[config.mk]
export PLATFORM = sky130hd
export DESIGN_NAME = dram_strobe_ctrl
export DESIGN_NICKNAME = d
export VERILOG_FILES = /design/src/rtl/dram_cyc_pkg.sv /design/src/rtl/dram_strobe_sampler.sv /design/src/rtl/dram_refresh_ctr.sv /design/src/rtl/dram_cell_array.sv /design/src/rtl/dram_strobe_ctrl.sv
export SDC_FILE = /design/constraint.sdc
export NUM_CORES = 1
export LEC_CHECK = 0
export BUFFER_PORTS_ARGS = -buffer_cell sky130_fd_sc_hd__buf_4
export CAP_MARGIN = 20
export CORE_ASPECT_RATIO = 1.4
export CORE_MARGIN = 2
export CORE_UTILIZATION = 30
export DETAILED_ROUTE_END_ITERATION = 6
export HOLD_SLACK_MARGIN = 0.15
export MAX_ROUTING_LAYER = met4
export PLACE_DENSITY_LB_ADDON = 0.05
export SETUP_SLACK_MARGIN = 0.2
export SLEW_MARGIN = 20
export SYNTH_ARGS = -nofsm -noshare
export SYNTH_HDL_FRONTEND = slang
export SYNTH_HIERARCHICAL = 1
export SYNTH_SLANG_ARGS = --single-unit
[constraint.sdc]
create_clock -name clk -period 6.76 [get_ports clk]
set_clock_uncertainty 0.15 [all_clocks]
set_input_delay 1.352 -clock clk [delete_from_list [all_inputs] [get_ports clk]]
set_output_delay 1.352 -clock clk [all_outputs]
set_load 0.02 [all_outputs]
[src/rtl/dram_cyc_pkg.sv]
package dram_cyc_pkg;

   typedef enum logic [3:0] {
      CYC_IDLE   = 4'd0,
      CYC_READ   = 4'd1,
      CYC_EWRITE = 4'd2,
      CYC_RDWR   = 4'd3,
      CYC_ROWREF = 4'd4,
      CYC_CBR    = 4'd5,
      CYC_HIDDEN = 4'd6,
      CYC_SELF   = 4'd7,
      CYC_TESTIN = 4'd8
   } cyc_e;

endpackage

[src/rtl/dram_strobe_sampler.sv]
module dram_strobe_sampler #(
   parameter int ADDR_W = 12,
   parameter int DQ_W   = 4
) (
   input  logic              clk,
   input  logic              rst_n,
   input  logic              ras_n,
   input  logic              cas_n,
   input  logic              we_n,
   input  logic              oe_n,
   input  logic [ADDR_W-1:0] addr,
   input  logic [DQ_W-1:0]   din,
   output logic              ras_low,
   output logic              cas_low,
   output logic              we_low,
   output logic              oe_low,
   output logic [ADDR_W-1:0] addr_q,
   output logic [DQ_W-1:0]   din_q,
   output logic              ras_fall,
   output logic              ras_rise,
   output logic              cas_fall,
   output logic              cas_rise,
   output logic              we_fall
);

   localparam int NSTB  = 4;
   localparam int NFALL = 3;

   logic [NSTB-1:0]  raw;
   logic [NSTB-1:0]  cur_q;
   logic [NSTB-1:0]  prv_q;
   logic [NFALL-1:0] fall_v;

   assign raw = {oe_n, we_n, cas_n, ras_n};

   always_ff @(posedge clk or negedge rst_n) begin
      if (!rst_n) begin
         cur_q  <= '1;
         prv_q  <= '1;
         addr_q <= '0;
         din_q  <= '0;
      end else begin
         cur_q  <= raw;
         prv_q  <= cur_q;
         addr_q <= addr;
         din_q  <= din;
      end
   end

   // falling-edge detectors for row, column and write strobes
   for (genvar i = 0; i < NFALL; i++) begin : g_fall
      assign fall_v[i] = prv_q[i] & ~cur_q[i];
   end

   assign ras_fall = fall_v[0];
   assign cas_fall = fall_v[1];
   assign we_fall  = fall_v[2];
   assign ras_rise = ~prv_q[0] & cur_q[0];
   assign cas_rise = ~prv_q[1] & cur_q[1];

   assign ras_low = ~cur_q[0];
   assign cas_low = ~cur_q[1];
   assign we_low  = ~cur_q[2];
   assign oe_low  = ~cur_q[3];

endmodule

[src/rtl/dram_refresh_ctr.sv]
module dram_refresh_ctr #(
   parameter int ROW_W      = 12,
   parameter int ENTRY_CYC  = 10000,
   parameter int PERIOD_CYC = 1563
) (
   input  logic             clk,
   input  logic             rst_n,
   input  logic             cbr_start,
   input  logic             bump,
   input  logic             ras_low,
   input  logic             cas_low,
   output logic [ROW_W-1:0] row,
   output logic             self_active
);

   localparam int WAIT_W = $clog2(ENTRY_CYC + 1);
   localparam int PER_W  = $clog2(PERIOD_CYC + 1);
   localparam logic [WAIT_W-1:0] WAIT_LAST = WAIT_W'(ENTRY_CYC - 1);
   localparam logic [PER_W-1:0]  PER_LAST  = PER_W'(PERIOD_CYC - 1);

   initial begin
      assert (ENTRY_CYC >= 2) else $error("ENTRY_CYC must be at least 2");
      assert (PERIOD_CYC >= 1) else $error("PERIOD_CYC must be at least 1");
   end

   logic              armed_q;
   logic [WAIT_W-1:0] wait_q;
   logic [PER_W-1:0]  per_q;
   logic              tick;

   assign tick = self_active && ras_low && (per_q == PER_LAST);

   // entry timer: both strobes must stay low the whole window
   always_ff @(posedge clk or negedge rst_n) begin
      if (!rst_n) begin
         armed_q     <= 1'b0;
         wait_q      <= '0;
         self_active <= 1'b0;
         per_q       <= '0;
      end else begin
         if (cbr_start) begin
            armed_q <= 1'b1;
            wait_q  <= '0;
         end else if (armed_q) begin
            if (!ras_low || !cas_low) begin
               armed_q <= 1'b0;
            end else if (wait_q == WAIT_LAST) begin
               armed_q     <= 1'b0;
               self_active <= 1'b1;
               per_q       <= '0;
            end else begin
               wait_q <= wait_q + WAIT_W'(1);
            end
         end
         if (self_active) begin
            if (!ras_low) begin
               self_active <= 1'b0;
            end else if (tick) begin
               per_q <= '0;
            end else begin
               per_q <= per_q + PER_W'(1);
            end
         end
      end
   end

   always_ff @(posedge clk or negedge rst_n) begin
      if (!rst_n) begin
         row <= '0;
      end else if (bump || tick) begin
         row <= row + ROW_W'(1);
      end
   end


   row_step_chk: assert property (@(posedge clk) disable iff (!rst_n)
      !$stable(row) |-> row == ROW_W'($past(row) + ROW_W'(1)));


   self_hold_chk: assert property (@(posedge clk) disable iff (!rst_n)
      self_active |-> $past(ras_low));

endmodule

[src/rtl/dram_cell_array.sv]
module dram_cell_array #(
   parameter int AW   = 6,
   parameter int DQ_W = 4
) (
   input  logic            clk,
   input  logic            rst_n,
   input  logic            rd_en,
   input  logic [AW-1:0]   rd_addr,
   input  logic            wr_en,
   input  logic [AW-1:0]   wr_addr,
   input  logic [DQ_W-1:0] wr_data,
   output logic [DQ_W-1:0] rd_data
);

   localparam int DEPTH = 1 << AW;

   initial begin
      assert (AW <= 10) else $error("behavioural array too large");
   end

   logic [DQ_W-1:0] mem [DEPTH];

   always_ff @(posedge clk) begin
      if (wr_en) begin
         mem[wr_addr] <= wr_data;
      end
   end

   always_ff @(posedge clk or negedge rst_n) begin
      if (!rst_n) begin
         rd_data <= '0;
      end else if (rd_en) begin
         rd_data <= mem[rd_addr];
      end
   end

endmodule

[src/rtl/dram_strobe_ctrl.sv]
module dram_strobe_ctrl
   import dram_cyc_pkg::*;
#(
   parameter int ROW_ADDR_W      = 12,
   parameter int DQ_W            = 4,
   parameter int MEM_ROW_BITS    = 3,
   parameter int MEM_COL_BITS    = 3,
   parameter int SELF_ENTRY_CYC  = 10000,
   parameter int SELF_PERIOD_CYC = 1563,
   parameter bit EDO_HOLD        = 1'b1
) (
   input  logic                  clk,
   input  logic                  rst_n,
   input  logic                  ras_n,
   input  logic                  cas_n,
   input  logic                  we_n,
   input  logic                  oe_n,
   input  logic [ROW_ADDR_W-1:0] addr,
   input  logic [DQ_W-1:0]       dq_in,
   output logic [DQ_W-1:0]       dq_out,
   output logic                  dq_oe,
   output logic [3:0]            cyc_type,
   output logic                  test_mode,
   output logic                  self_refresh,
   output logic [ROW_ADDR_W-1:0] rfsh_ctr,
   output logic [ROW_ADDR_W-1:0] last_ref_row
);

   localparam int TEST_KEY_BITS = 10;
   localparam int MEM_AW        = MEM_ROW_BITS + MEM_COL_BITS;

   initial begin
      assert (ROW_ADDR_W >= TEST_KEY_BITS) else $error("row address narrower than test key");
      assert (MEM_ROW_BITS <= ROW_ADDR_W && MEM_COL_BITS <= ROW_ADDR_W)
         else $error("array index wider than address");
      assert (DQ_W >= 1) else $error("DQ_W must be positive");
   end

   logic                  ras_low, cas_low, we_low, oe_low;
   logic                  ras_fall, ras_rise, cas_fall, cas_rise, we_fall;
   logic [ROW_ADDR_W-1:0] addr_q;
   logic [DQ_W-1:0]       din_q;

   dram_strobe_sampler #(.ADDR_W(ROW_ADDR_W), .DQ_W(DQ_W)) u_smp (
      .clk(clk), .rst_n(rst_n),
      .ras_n(ras_n), .cas_n(cas_n), .we_n(we_n), .oe_n(oe_n),
      .addr(addr), .din(dq_in),
      .ras_low(ras_low), .cas_low(cas_low), .we_low(we_low), .oe_low(oe_low),
      .addr_q(addr_q), .din_q(din_q),
      .ras_fall(ras_fall), .ras_rise(ras_rise),
      .cas_fall(cas_fall), .cas_rise(cas_rise), .we_fall(we_fall)
   );

   cyc_e                    cyc_q;
   logic                    test_q;
   logic                    out_valid;
   logic                    page_cas_q;
   logic [MEM_ROW_BITS-1:0] row_q;
   logic [MEM_COL_BITS-1:0] col_q;
   logic                    self_act;

   // row strobe fall classification
   logic test_hit, hidden_hit, cbr_hit, row_hit, bump;
   assign test_hit   = ras_fall && cas_low && we_low && (&addr_q[TEST_KEY_BITS-1:0]);
   assign hidden_hit = ras_fall && cas_low && page_cas_q && !test_hit;
   assign cbr_hit    = ras_fall && cas_low && !page_cas_q && !test_hit;
   assign row_hit    = ras_fall && !cas_low;
   assign bump       = test_hit || hidden_hit || cbr_hit;

   // column and write strobe events inside an open row
   logic access_cas, rdwr_hit, drop;
   assign access_cas = cas_fall && ras_low;
   assign rdwr_hit   = we_fall && cas_low && ras_low && (cyc_q == CYC_READ);

   generate
      if (EDO_HOLD) begin : g_edo
         assign drop = !ras_low && !cas_low;
      end else begin : g_fpm
         assign drop = cas_rise || (!ras_low && !cas_low);
      end
   endgenerate

   dram_refresh_ctr #(
      .ROW_W(ROW_ADDR_W), .ENTRY_CYC(SELF_ENTRY_CYC), .PERIOD_CYC(SELF_PERIOD_CYC)
   ) u_ref (
      .clk(clk), .rst_n(rst_n),
      .cbr_start(cbr_hit), .bump(bump),
      .ras_low(ras_low), .cas_low(cas_low),
      .row(rfsh_ctr), .self_active(self_act)
   );

   // array port selection
   logic [MEM_COL_BITS-1:0] col_now;
   logic [MEM_AW-1:0]       rd_addr, wr_addr;
   logic                    rd_en, wr_en;
   logic [DQ_W-1:0]         rd_data;

   assign col_now = addr_q[MEM_COL_BITS-1:0];
   assign rd_en   = access_cas && !we_low;
   assign wr_en   = (access_cas && we_low) || rdwr_hit;
   assign rd_addr = {row_q, col_now};
   assign wr_addr = access_cas ? {row_q, col_now} : {row_q, col_q};

   dram_cell_array #(.AW(MEM_AW), .DQ_W(DQ_W)) u_arr (
      .clk(clk), .rst_n(rst_n),
      .rd_en(rd_en), .rd_addr(rd_addr),
      .wr_en(wr_en), .wr_addr(wr_addr), .wr_data(din_q),
      .rd_data(rd_data)
   );

   always_ff @(posedge clk or negedge rst_n) begin
      if (!rst_n) begin
         cyc_q        <= CYC_IDLE;
         test_q       <= 1'b0;
         row_q        <= '0;
         col_q        <= '0;
         last_ref_row <= '0;
      end else begin
         if (test_hit) begin
            cyc_q        <= CYC_TESTIN;
            test_q       <= 1'b1;
            last_ref_row <= rfsh_ctr;
         end else if (hidden_hit || cbr_hit) begin
            cyc_q        <= hidden_hit ? CYC_HIDDEN : CYC_CBR;
            test_q       <= 1'b0;
            last_ref_row <= rfsh_ctr;
         end else if (row_hit) begin
            cyc_q        <= CYC_ROWREF;
            row_q        <= addr_q[MEM_ROW_BITS-1:0];
            last_ref_row <= addr_q;
         end else if (access_cas) begin
            cyc_q <= we_low ? CYC_EWRITE : CYC_READ;
            col_q <= col_now;
         end else if (rdwr_hit) begin
            cyc_q <= CYC_RDWR;
         end else if (ras_rise && cyc_q == CYC_ROWREF) begin
            test_q <= 1'b0;
         end
      end
   end

   // data pin drive and column strobe ownership
   always_ff @(posedge clk or negedge rst_n) begin
      if (!rst_n) begin
         out_valid  <= 1'b0;
         page_cas_q <= 1'b0;
      end else begin
         if (access_cas) begin
            out_valid <= !we_low;
         end else if (rdwr_hit || drop) begin
            out_valid <= 1'b0;
         end
         if (access_cas) begin
            page_cas_q <= 1'b1;
         end else if (cas_rise) begin
            page_cas_q <= 1'b0;
         end
      end
   end

   assign dq_out       = rd_data;
   assign dq_oe        = out_valid && oe_low;
   assign cyc_type     = self_act ? CYC_SELF : cyc_q;
   assign test_mode    = test_q;
   assign self_refresh = self_act;


   test_entry_src_chk: assert property (@(posedge clk) disable iff (!rst_n)
      $rose(test_q) |-> cyc_q == CYC_TESTIN);


   off_both_high_chk: assert property (@(posedge clk) disable iff (!rst_n)
      (!ras_low && !cas_low) |=> !out_valid);


   ewrite_quiet_chk: assert property (@(posedge clk) disable iff (!rst_n)
      (cyc_q == CYC_EWRITE) |-> !out_valid);


   rowref_ctr_chk: assert property (@(posedge clk) disable iff (!rst_n)
      (cyc_q == CYC_ROWREF) |-> $stable(rfsh_ctr));

endmodule

==> results.md, run 1 <==
* Worst hold path class: flop to flop
* Initial antenna violation count at 0
* Most frequent CP cell: mux2i_1
* CP arrival at 3.61 ns
* Setup WS pre-CTS at 3.37 ns
* Slowest CP cell: dfrtp_2
* GRT overflow at 0
* IO Pins at 57
* Post-route insts no fill at 1,620
* Leak at 5.93 nW
* Post-synthesis adder-cell area fraction at 0.346%
* Vias in the first global route at 8,415
* Synthesized-area fraction occupied by xor and xnor cells at 1.27%
* Synth Area per Inst at 16.3 sq um
* Fraction of registers with async set/reset at 26.2%
* Synth Area in Simple Gates at 9.01%
* CP Capture Type: flop
* Sw Pwr at 0.00124 W
* Die Height at 264 um
* Root Buffer: clkbuf_16
* Largest family of logic cells by synthesized area: multiplexers
* Die area at 0.0500 sq mm
* Final min period at 3.36 ns
* Width of the die at 190 um
* Ant diodes at 0
* DR iter-0 viols at 483
* Design area at 0.0168 sq mm
* Detailed Place HPWL at 24.4 mm
* Slew HR at 42.0%
* Total Routing Usage GR at 15.7%
* Largest net degree at the start of global routing at 65
* Final worst slack at 3.40 ns
* Seq cells post-synth at 347
* Mapped Cells at 888
* Layout area overhead at 16.3%
* Synth Cell Area at 0.0145 sq mm
* WL/cell at 23.2 um
* Placed inst area at 0.0155 sq mm
* Drt pass-1 iters at 4
* CTS tree: yes
* Crit Path Class: flop to flop
* Number of H-tree levels at 2
* VDD IR max at 0.000162 V
* Clock Latency Late Sink at 0.54 ns
* Synth area leader: edfxtp_1
* Core Area at 0.0478 sq mm
* Clock Sinks at 347
* Max-slew violation count at 0
* Pint at 0.00379 W
* Setup violators final at 0
* Syn nets at 914
* Number of port buffers at 56
* Largest cells by area after synthesis: edfxtp_1 53%, dfrtp_1 15%, mux4_2 6.2%
* Area fraction in compound gates after synthesis at 4.20%
* Area fraction of the dominant cell type after synthesis at 53.2%
* Mux cell area share after synthesis at 14.1%
* Share of cells above drive strength 1 at 22.4%
* Synth unique cells at 66
* Clock tree buffer depth at 3
* Status: completed
* Power density cells at 300 mW/mm^2
* Clk network pwr share at 42.1%
* CP cell instances: buf_4 -> mux4_2 -> mux2i_1 -> mux2i_1 -> a211oi_1 -> o221ai_1
* Critical path buffer and inverter count at 1
* Post-CTS Setup Inserts at 0
* Final hold viol count at 0
* CTS Hold Buffers Added at 0
* DRC viols at 0
* Number of flops mapped to enable cells by yosys at 256
* # rows at 95
* Vias at 7,840
* Final wirelength at 37.6 mm
* Max Fclk at 298 MHz
* Ys Warns at 6
* Final worst-path cycle share at 49.7%
* CP max stage delay at 0.72 ns
* Initial Util at 30.3%
* Clock transition at path regs at 0.06 ns
* Post-DRT Antenna Nets at 0
* Vias per cell at 4.84
* Worst path required time at 7.01 ns
* Top cells by count, synth: 256 x edfxtp_1, 99 x nor2_1, 84 x dfrtp_1, 62 x mux2i_1, 40 x mux4_2
* RSZ-0062 raised after global routing: no
* Seq pwr share at 48.3%
* Fin Setup TNS at 0 ns
* Cell with the most instances after synthesis: edfxtp_1
* Register area share after synthesis at 69.0%
* Top_reg_cell synth: edfxtp_1
* Comb pwr share at 9.6%
* Slew at the pin closest to its max-slew limit at 0.870 ns
* Post-cts sizing count at 0
* First-pass GRT wire length at 56.1 mm
* Nets at 986
* CTS Buf Count at 39
* Max FO, Critical Path at 32
* Max-cap violations at 0
* Switch share at 24.7%
* Placed Cells at 1,549
* Routability Congestion at 0.742
* CP Launch Type: flop
* CP delay by family, top: multiplexers
layer usage:
layer / vias up / GRT usage (%) / part of all wire, %
met2: 155 / 28.5 / 54
li1: 3585 / - / -
met4: 0 / 5.05 / 2.7
met1: 4036 / 17.6 / 40
met5: - / - / 0
met3: 64 / 2.36 / 3.6
cell families after synthesis:
| kind of cell | after synthesis |
|---|---|
| flip-flops | 347 |
| AND/OR/NAND/NOR | 251 |
| multiplexers | 132 |
| AO/OA/AOI/OAI | 78 |
| buffers and inverters | 55 |
| XOR/XNOR | 21 |
| adder cells (fa/ha/maj) | 4 |
final cells by class:
type / count / area [sq um]
clock inverter: 17 / 179
multi-input combinational: 486 / 4190
sequential: 347 / 9980
tap: 630 / 788
inverter: 18 / 67.6
clock buffer: 54 / 1090
timing repair buffer: 68 / 510
fill: 4590 / 31000
through the flow:
stage,utilization (%),hold slack [ns],total power (W)
final,35.2,0.229,0.00504
after global routing,35.2,0.235,0.00525
after CTS,35.2,0.231,0.00513
after detailed placement,32.5,0.217,0.00298
after global placement,32.5,0.220,0.00298
after floorplan,-,0.211,0.00275
placed cells by master (no fill, tap or decap), drive strengths merged, types with 22 or more instances in the layout:
cell type  instances
edfxtp           256
nor2              99
dfrtp             84
buf               68
mux2i             62
clkbuf            54
mux4              52
nand2             33
nand3             22
sequential cells by signal, summed over array words and instances (netlist names):
| name | flops |
|---|---|
| cyc_q | 4 |
| u_arr/rd_data | 4 |
| col_q | 3 |
| u_ref/armed_q | 1 |
| test_mode | 1 |
| u_ref/self_active | 1 |
| u_smp/din_q | 4 |
| u_smp/cur_q | 4 |
| row_q | 3 |
| u_ref/row | 12 |
| u_smp/addr_q | 12 |
| u_ref/per_q | 11 |
| u_ref/wait_q | 14 |
| out_valid | 1 |
| last_ref_row | 12 |
| u_smp/prv_q | 3 |
| u_arr/mem | 256 |
| page_cas_q | 1 |
worst paths after layout:
check,cells after the start,end,slack (ns),start
min in group asynchronous,1,u_ref/per_q[8],0.65,rst_n
setup / recovery,6,u_arr/rd_data[3],3.40,u_smp/addr_q[0]
hold / removal,0,u_smp/prv_q[2],0.23,u_smp/cur_q[2]
setup reg to reg,6,u_arr/rd_data[3],3.40,u_smp/addr_q[0]
hold reg to reg,0,u_smp/prv_q[2],0.23,u_smp/cur_q[2]
max in group asynchronous,2,row_q[1],4.64,rst_n
power groups by stage:
stage               combinational [W]  clock, W  sequential, W
floorplan                    0.000266         0        0.00248
global placement             0.000498         0        0.00248
detailed placement           0.000500         0        0.00248
CTS                          0.000501   0.00220        0.00244
global route                 0.000529   0.00228        0.00244
finish                       0.000485   0.00212        0.00243
Power figures use the tool's default switching activity.
==> inputs of run 2 (changes only) <==
- clock period: 6.76 -> 2.9 ns (I/O delays scaled with it)
==> run 2 against run 1 <==
  * Sequential power rose by 130%
  * Sequential cell count did not move
  * Register-to-register slack got worse by 3.1 ns
  * First-iteration DRC count fell by 21%
  * Die area did not move
  * Largest cell class unchanged
  * Worst hold slack improved by 0.012 ns
  * Combinational power rose to 2.5 times the previous value
==> results.md, run 2 (same netlist as run 1, synthesis figures left out) <==
* Drt pass-1 iters at 6
* Number of port buffers at 56
* RSZ-0062 raised after global routing: yes
* Initial Util at 30.3%
* Initial antenna violation count at 0
* Root Buffer: clkbuf_16
* Ant diodes at 0
* # rows at 95
* Share of cells above drive strength 1 at 29.0%
* Wl on met1 at 14.5 mm
* Max-slew violation count at 0
* Worst path required time at 2.94 ns
* Status: completed
* Width of the die at 190 um
* GRT overflow at 0
* Reg2Reg Setup Slack at 0.27 ns
* Setup violators final at 0
* Biggest regs: u_arr/mem x256, u_ref/wait_q x14
* Clock transition at path regs at 0.06 ns
* First-pass GRT wire length at 56.2 mm
* Met3 WL at 954 um
* CP delay by family, top: simple AND/OR/NAND/NOR gates
* Most flop-heavy register: u_arr/mem
* Max reg flops at 256
* Critical path buffer and inverter count at 2
* DR iter-0 viols at 381
* Die Height at 264 um
* Crit Path Class: flop to flop
* Worst hold path class: flop to flop
* Wire length on met2 at 20.9 mm
* IO Pins at 57
* Detailed Place HPWL at 25.4 mm
* Fill cells at 4,574
* DRC viols at 0
* CTS Buf Count at 39
* WL/cell at 22.2 um
* Routability Congestion at 0.738
* Vias in the first global route at 8,715
* Slew at the pin closest to its max-slew limit at 0.723 ns
* CP Launch Type: flop
* CP Capture Type: flop
* CP arrival at 2.67 ns
* Min Hold Slack at 0.240 ns
* Clock tree buffer depth at 3
* Number of H-tree levels at 2
* CP cell instances: inv_1 -> nand2_1 -> mux2_2 -> nor2_1 -> nand3_1 -> buf_4 -> nor2_1
* Final hold viol count at 0
* Clock Sinks at 347
* Largest net degree at the start of global routing at 65
* Most frequent CP cell: nor2_1
* Fin Setup TNS at 0 ns
* Clock Latency Late Sink at 0.54 ns
* Commonest non-fill, non-tap cell in the layout: edfxtp_1
* Slowest CP cell: dfstp_2
* Final wirelength at 37.5 mm
* Area occupied by multi-input gates at 0.00428 sq mm
* Leak at 6.29 nW
* CP max stage delay at 0.56 ns
* Post-DRT Antenna Nets at 0
* Max Fclk at 381 MHz
* Die area at 0.0500 sq mm
* Final worst-path cycle share at 90.6%
* Power density cells at 676 mW/mm^2
* Slew HR at 51.8%
* CTS tree: yes
* Core Area at 0.0478 sq mm
* Layout area overhead at 21.4%
* Most frequent cells in the layout: 256 x edfxtp_1, 110 x buf_4, 77 x dfrtp_1, 68 x nor2_1, 62 x mux2i_1
* Vias at 8,092
* Vias per cell at 4.79
* Max-cap violations at 0
* Nets at 1,055
* Final min period at 2.63 ns
* Sequential cell area at 0.00998 sq mm
* Total Routing Usage GR at 15.7%
* Max FO, Critical Path at 10
* Top Layer Used: met4
* VDD IR max at 0.000322 V
[run 2: changes by cell type in the layout (fill, tap and decap cells not counted), sizes merged]
cell and change:
buf +48, dlygate4sd3 +21, clkbuf -6, clkinv +4
clkinvlp -3, bufinv +2, inv +2
[run 2: worst reg2reg max path, cell delays in order (launching register included)]
cell and delay (ns):
dfstp_2 0.56, inv_1 0.11, nand2_1 0.17, mux2_2 0.46
nor2_1 0.19, nand3_1 0.13, buf_4 0.17, nor2_1 0.35
[run 2: metrics by stage]
stage               setup WS (ns)  cell area, sq um  utilization (%)  total power [W]  std cells
global route                0.149             17600             36.8           0.0123       1688
CTS                         0.203             17400             36.5           0.0121       1687
finish                      0.273             17600             36.8           0.0119       1688
detailed placement          0.182             16000             33.4          0.00699       1596
floorplan                   0.228             14500                -          0.00641        888
global placement            0.150             16000             33.4          0.00699       1596
[run 2: repair_timing]
item,CTS,global route
pin swaps,0,0
setup endpoints to repair,8,150
hold endpoints to repair,51,0
resized for setup,2,34
hold buffers,21,0
buffers inserted,0,1
[run 2: path summary, 6_finish.rpt]
check / startpoint / end / depth (start not counted)
min reg2reg: u_smp/cur_q[2] / u_smp/prv_q[2] / 0
max: u_smp/cur_q[0] / u_arr/mem[41][2] / 7
max reg2reg: u_smp/cur_q[0] / u_arr/mem[41][2] / 7
min: u_smp/cur_q[2] / u_smp/prv_q[2] / 0
min in group asynchronous: rst_n / u_ref/per_q[9] / 2
max in group asynchronous: rst_n / u_smp/prv_q[2] / 3
[run 2: metal layers]
metal  global-route usage (%)  up-vias
met5                        -        -
met4                     5.22        0
met3                     1.98       56
met2                     29.2      128
met1                     17.1     4171
li1                         -     3737
[run 2: final cells by class]
| class | instances | share of cell area (%) |
|---|---|---|
| clock inverters | 22 | 1.40 |
| flip-flops and latches | 347 | 56.9 |
| repair buffers | 137 | 6.63 |
| clock buffers | 48 | 5.86 |
| multi-input cells | 486 | 24.4 |
| inverters | 18 | 0.385 |
| well taps | 630 | 4.49 |
[run 2: power breakdown]
part | switching [W] | internal (W) | leakage (nW)
combinational | 0.000696 | 0.000526 | 2.23
clock | 0.00199 | 0.00298 | 0.633
sequential | 0.000192 | 0.00548 | 3.44
